File: src/rtl/vga_raster_pkg.sv
package vga_raster_pkg;

  // Visible coordinate along one axis: zero before the window opens,
  // offset from the window start inside it, held at span afterwards.
  function automatic int axis_coord(int pos, int lead, int span);
    if (pos < lead) return 0;
    if (pos - lead >= span) return span;
    return pos - lead;
  endfunction

  // Colour bar number for a visible column.
  function automatic int bar_index(int x, int width);
    return x / width;
  endfunction

endpackage

File: src/rtl/vga_axis_counter.sv
module vga_axis_counter #(
  parameter int TOTAL = 800,
  parameter int W     = $clog2(TOTAL)
) (
  input  logic         clk,
  input  logic         rst,
  input  logic         step,
  output logic [W-1:0] count,
  output logic         wrap
);
  localparam logic [W-1:0] LAST = W'(TOTAL - 1);

  assign wrap = step && (count == LAST);

  always_ff @(posedge clk) begin
    if (rst)       count <= '0;
    else if (wrap) count <= '0;
    else if (step) count <= count + 1'b1;
  end

  assert_wrap_to_zero_R2: assert property (@(posedge clk) disable iff (rst)
    (step && count == LAST) |=> (count == '0));

  assert_step_by_one_R2: assert property (@(posedge clk) disable iff (rst)
    (step && count != LAST) |=> (count == $past(count) + 1'b1));

  assert_hold_without_step_R3: assert property (@(posedge clk) disable iff (rst)
    !step |=> $stable(count));

  assert_in_range_R2: assert property (@(posedge clk) disable iff (rst)
    count <= LAST);
endmodule

File: src/rtl/vga_axis_decode.sv
module vga_axis_decode
  import vga_raster_pkg::*;
#(
  parameter int SYNC   = 96,
  parameter int BACK   = 48,
  parameter int ACTIVE = 640,
  parameter int PW     = 10,
  parameter int CW     = 10
) (
  input  logic [PW-1:0] pos,
  output logic          sync_n,
  output logic          active,
  output logic [CW-1:0] coord
);
  localparam int LEAD = SYNC + BACK;

  always_comb begin
    sync_n = !(int'(pos) < SYNC);
    active = (int'(pos) >= LEAD) && (int'(pos) < LEAD + ACTIVE);
    coord  = CW'(axis_coord(int'(pos), LEAD, ACTIVE));
  end
endmodule

File: src/rtl/vga_bar_pattern.sv
module vga_bar_pattern
  import vga_raster_pkg::*;
#(
  parameter int XW        = 10,
  parameter int BAR_WIDTH = 80,
  parameter int COLOR_W   = 8
) (
  input  logic               active,
  input  logic [XW-1:0]      px,
  output logic [COLOR_W-1:0] red,
  output logic [COLOR_W-1:0] green,
  output logic [COLOR_W-1:0] blue
);
  localparam logic [COLOR_W-1:0] FULL = '1;

  logic [2:0] bar;

  always_comb begin
    bar   = 3'(bar_index(int'(px), BAR_WIDTH));
    red   = (active && !bar[1]) ? FULL : '0;
    green = (active && !bar[2]) ? FULL : '0;
    blue  = (active && !bar[0]) ? FULL : '0;
  end
endmodule

File: src/rtl/vga_raster_gen.sv
module vga_raster_gen #(
  parameter int H_SYNC    = 96,
  parameter int H_BACK    = 48,
  parameter int H_ACTIVE  = 640,
  parameter int H_FRONT   = 16,
  parameter int V_SYNC    = 2,
  parameter int V_BACK    = 33,
  parameter int V_ACTIVE  = 480,
  parameter int V_FRONT   = 10,
  parameter int BAR_WIDTH = 80,
  parameter int COLOR_W   = 8,
  localparam int H_TOTAL  = H_SYNC + H_BACK + H_ACTIVE + H_FRONT,
  localparam int V_TOTAL  = V_SYNC + V_BACK + V_ACTIVE + V_FRONT,
  localparam int HPW      = $clog2(H_TOTAL),
  localparam int VPW      = $clog2(V_TOTAL),
  localparam int XW       = $clog2(H_ACTIVE + 1),
  localparam int YW       = $clog2(V_ACTIVE + 1)
) (
  input  logic               clk,
  input  logic               rst,
  output logic               hsync_n,
  output logic               vsync_n,
  output logic               blank_n,
  output logic [COLOR_W-1:0] red,
  output logic [COLOR_W-1:0] green,
  output logic [COLOR_W-1:0] blue,
  output logic [XW-1:0]      pixel_x,
  output logic [YW-1:0]      pixel_y,
  output logic [HPW-1:0]     hpos,
  output logic [VPW-1:0]     vpos
);
  // Named internal events for the assertions below.
  logic line_end;
  logic frame_end;
  logic h_visible;
  logic v_visible;

  vga_axis_counter #(.TOTAL(H_TOTAL), .W(HPW)) u_hcount (
    .clk(clk), .rst(rst), .step(1'b1), .count(hpos), .wrap(line_end)
  );

  vga_axis_counter #(.TOTAL(V_TOTAL), .W(VPW)) u_vcount (
    .clk(clk), .rst(rst), .step(line_end), .count(vpos), .wrap(frame_end)
  );

  vga_axis_decode #(.SYNC(H_SYNC), .BACK(H_BACK), .ACTIVE(H_ACTIVE),
                    .PW(HPW), .CW(XW)) u_hdecode (
    .pos(hpos), .sync_n(hsync_n), .active(h_visible), .coord(pixel_x)
  );

  vga_axis_decode #(.SYNC(V_SYNC), .BACK(V_BACK), .ACTIVE(V_ACTIVE),
                    .PW(VPW), .CW(YW)) u_vdecode (
    .pos(vpos), .sync_n(vsync_n), .active(v_visible), .coord(pixel_y)
  );

  assign blank_n = h_visible && v_visible;

  vga_bar_pattern #(.XW(XW), .BAR_WIDTH(BAR_WIDTH), .COLOR_W(COLOR_W)) u_bars (
    .active(blank_n), .px(pixel_x), .red(red), .green(green), .blue(blue)
  );

  assert_dark_when_blank_R8: assert property (@(posedge clk) disable iff (rst)
    !blank_n |-> (red == '0 && green == '0 && blue == '0));

  assert_sync_is_blank_R5: assert property (@(posedge clk) disable iff (rst)
    (!hsync_n || !vsync_n) |-> !blank_n);

  assert_frame_end_on_line_end_R3: assert property (@(posedge clk) disable iff (rst)
    frame_end |-> (hpos == HPW'(H_TOTAL - 1)));

  assert_column_steps_R6: assert property (@(posedge clk) disable iff (rst)
    (blank_n && pixel_x != XW'(H_ACTIVE - 1)) |=> (pixel_x == $past(pixel_x) + 1'b1));

  assert_row_steady_in_line_R7: assert property (@(posedge clk) disable iff (rst)
    !line_end |=> $stable(pixel_y));
endmodule

File: config.mk
export PLATFORM = sky130hd
export DESIGN_NAME = vga_raster_gen
export DESIGN_NICKNAME = d
export VERILOG_FILES = /design/src/rtl/vga_raster_pkg.sv /design/src/rtl/vga_axis_counter.sv /design/src/rtl/vga_axis_decode.sv /design/src/rtl/vga_bar_pattern.sv /design/src/rtl/vga_raster_gen.sv
export SDC_FILE = /design/constraint.sdc
export NUM_CORES = 1
export LEC_CHECK = 0
export BUFFER_PORTS_ARGS = -buffer_cell sky130_fd_sc_hd__buf_2
export CORE_MARGIN = 1
export CORE_UTILIZATION = 55
export CTS_BUF_LIST = sky130_fd_sc_hd__clkbuf_16
export CTS_CLUSTER_SIZE = 12
export DETAILED_ROUTE_END_ITERATION = 10
export GPL_TIMING_DRIVEN = 0
export PLACE_DENSITY_LB_ADDON = 0.3
export SKIP_CTS_REPAIR_TIMING = 1
export SLEW_MARGIN = 25
export SYNTH_ARGS = -nofsm -noshare
export SYNTH_HDL_FRONTEND = slang
export SYNTH_SLANG_ARGS = --single-unit
export TNS_END_PERCENT = 50
File: constraint.sdc
create_clock -name clk -period 11.7 [get_ports clk]
set_input_delay 2.34 -clock clk [delete_from_list [all_inputs] [get_ports clk]]
set_output_delay 2.34 -clock clk [all_outputs]
set_load 0.1 [all_outputs]
==> results.tsv <==
metric	value	unit
Pint	139	µW
initial antenna violation count	0	
largest family of logic cells by synthesized area	simple AND/OR/NAND/NOR gates	
Reg power frac	39.7	%
leakage	1.40	nW
largest area contributor in the netlist	dfxtp_1	
fmax	146	MHz
antenna-violating nets left	0	
Worst Reg2Reg Path Length in Cells	9	
setup slack, reg-to-reg	9.54	ns
worst slack, placed	5.17	ns
GR Overflow Total	0	
NumNets Final	371	
Worst Setup Slack, final	4.86	ns
die area	4210	µm²
Setup Viol. Count Final	0	
number of buffers created by CTS	3	
Startpoint Class	flip-flop	
overall routing resource usage	28.8	%
reg2reg start	u_hcount.count[5]	
Layout Skew	0.00177	ns
post-synth cell types	72	
FILL cells	337	
wire length per cell	13.7	µm
Mapped Avg Cell Area	7.50	µm²
CP startpoint	u_hcount.count[5]	
Multi-input gate area	1430	µm²
mux cell area share after synthesis	0.921	%
Critical Path End	blue[2]	
Area growth, synth to finish	23.0	%
final wirelength	5620	µm
r2r endpoint	u_hcount.count[6]	
number of enable flip-flop cells after synthesis	0	
Min-Delay Path Depth	1	
CP max FO	10	
crit path kind	flip-flop to primary output	
Compound-Gate Fraction of Synth Area	23.0	%
Worst-path clk slew	0.06	ns
sw power	37.8	µW
CTS tree	yes	
CTS sink count	20	
Detailed Route Iter0 Violations	181	
largest net degree at the start of global routing	13	
routability cong.	0.884	
CP arrival	4.50	ns
measured slew at the worst slew-check pin	0.889	ns
CP max stage cell	a311oi_1	
vias in the first global route	2044	
setup_tns	0	ns
RSZ-0062 raised after global routing	no	
Reg area	400	µm²
vias per inst	5.62	
Tmin final	6.84	ns
Layout Utilization	72.0	%
DRT Pass-1 Iters	5	
mapped cell area	2170	µm²
die height	64.9	µm
Peak VDD IR	0.0000707	V
Core ar.	3720	µm²
I/O pin count	68	
Main synth FF type	dfxtp_1	
most common cell after layout, fill and taps aside	buf_2	
Root Buffer	clkbuf_16	
Post-Synth XOR/XNOR Area	8.86	%
crit path cell chain	buf_2 -> inv_1 -> ha_1 -> clkbuf_1 -> o211a_1 -> o21ba_1 -> nor2_1 -> ha_1 -> o41a_1 -> mux2i_1 -> a2111oi_2 -> a311oi_1 -> buf_4 -> buf_2	
Post-Synthesis Cells	290	
Die X	64.9	µm
Slew headroom	40.3	%
share of cells above drive strength 1	32.4	%
CTS max path bufs	2	
DRC	0	
main area contributors after synthesis	dfxtp_1, buf_4, nor2_1, xnor2_1, ha_1	
global-route wire length before repair	9610	µm
Power Dens Cells	66.1	nW/µm²
Final period util	58.5	%
post-synthesis async set-or-reset flop share	0	%
YS warnings	0	
Synth top area share	18.4	%
Logic pwr share	6.2	%
vias	2298	
crit end category	primary output	
Synth Area in Adders	4.03	%
H-tree depth	1	
CP Data Required Time	9.36	ns
status	finished, final reports clean	
min-delay worst type	flip-flop to flip-flop	
Cell Rows	22	
net count after synthesis	299	
crit-path max cell delay	0.70	ns
post-synthesis register bit count	20	
worst skew pair latency	0.26	ns
Hold Vio Cnt, Final	0	
Initial Util	58.5	%
simple-gate share of the synthesized area	29.0	%
diode count	0	
max-cap violations	0	
Clock power frac	54.1	%
Sw Ratio	21.4	%
dpl hpwl	4060	µm
Slew Limit Fails	0	
port bufs	67	
post-synthesis sequential area ratio	18.4	%
most frequent cells in the layout	buf_2, nor2_1, buf_4, dfxtp_1, nand2_1	
per-layer routing:
layer | part of all wire (%) | vias up | global-route usage (%)
met2 | 48 | 107 | 49.9
met5 | 0 | - | 0
met4 | 1.7 | 0 | 6.94
met1 | 44 | 1039 | 37.0
li1 | - | 1138 | -
met3 | 6.6 | 14 | 4.40
synth_stat cells, types with 2 or more instances:
| cell type | count |
|---|---|
| a211oi_1 | 5 |
| a21oi_1 | 12 |
| and2_1 | 8 |
| and2b_1 | 3 |
| and3_1 | 6 |
| buf_2 | 8 |
| buf_4 | 22 |
| buf_6 | 5 |
| clkbuf_1 | 7 |
| dfxtp_1 | 20 |
| ha_1 | 7 |
| inv_1 | 14 |
| mux2i_1 | 2 |
| nand2_1 | 16 |
| nand2b_1 | 5 |
| nand3_1 | 6 |
| nand3b_1 | 3 |
| nand4_1 | 2 |
| nor2_1 | 41 |
| nor2b_1 | 2 |
| nor3_1 | 3 |
| nor3b_1 | 2 |
| nor4_1 | 5 |
| o211a_1 | 2 |
| o21a_1 | 2 |
| o21ai_0 | 4 |
| o21ai_1 | 4 |
| o21ai_2 | 2 |
| o221ai_1 | 2 |
| o22ai_1 | 4 |
| o32ai_1 | 2 |
| or3_1 | 3 |
| or4_1 | 2 |
| xnor2_1 | 13 |
| xor2_1 | 9 |
worst max-delay path, delay by kind of cell (launching register included):
family,cells,cell delay (ns)
DFF,1,0.45
AOI/OAI and AO/OA,5,1.63
muxes,1,0.19
buffers and inverters,5,1.29
adders and majority gates,2,0.54
and+or+nand+nor,1,0.15
power groups by stage:
| stage | Clock [mW] | Sequential [mW] | Combinational [mW] |
|---|---|---|---|
| final | 0.0957 | 0.0701 | 0.0110 |
| after detailed placement | 0 | 0.0716 | 0.0110 |
| after global routing | 0.101 | 0.0704 | 0.0115 |
| after CTS | 0.0961 | 0.0701 | 0.0110 |
| after global placement | 0 | 0.0716 | 0.0109 |
| after floorplan | 0 | 0.0778 | 0.00274 |
cells by family (layout without fill, tap and decap cells):
kind of cell,Yosys count,after routing
xor gates and xnor gates,22,22
and+or+nand+nor,118,118
AOI/OAI and AO/OA,64,64
DFF,20,20
buffers and inverters,57,128
adders and majority gates,7,7
muxes,2,2
worst min-delay path by stage:
stage                      startpoint           endpoint  slack [ns]
finish              u_hcount.count[0]  u_hcount.count[0]        0.50
global route        u_hcount.count[0]  u_hcount.count[0]        0.54
CTS                 u_hcount.count[0]  u_hcount.count[0]        0.49
detailed placement  u_hcount.count[0]  u_hcount.count[0]        0.48
global placement    u_hcount.count[0]  u_hcount.count[0]        0.47
floorplan           u_hcount.count[0]  u_hcount.count[0]        0.88
final cells by class:
cell class              instances  share of cell area (%)
plain buffers                  43                    10.9
clock buffers                   3                    2.81
clock inverters                 1                    1.12
inverters                      14                    1.96
multi-input cells             213                    53.5
flip-flops and latches         20                    15.0
well taps                      48                    2.25
repair buffers                 67                    12.5
stage by stage:
stage	power, mW	area [µm²]	hold WS [ns]	cells
floorplan	0.0806	2170	0.885	290
global placement	0.0825	2570	0.471	405
detailed placement	0.0826	2570	0.480	405
CTS	0.177	2680	0.494	409
global route	0.183	2680	0.538	409
finish	0.177	2680	0.500	409
state kept, by name (all words and copies together), names as in the netlist:
| signal | flops |
|---|---|
| u_vcount.count | 10 |
| u_hcount.count | 10 |
Power figures use the tool's default switching activity.
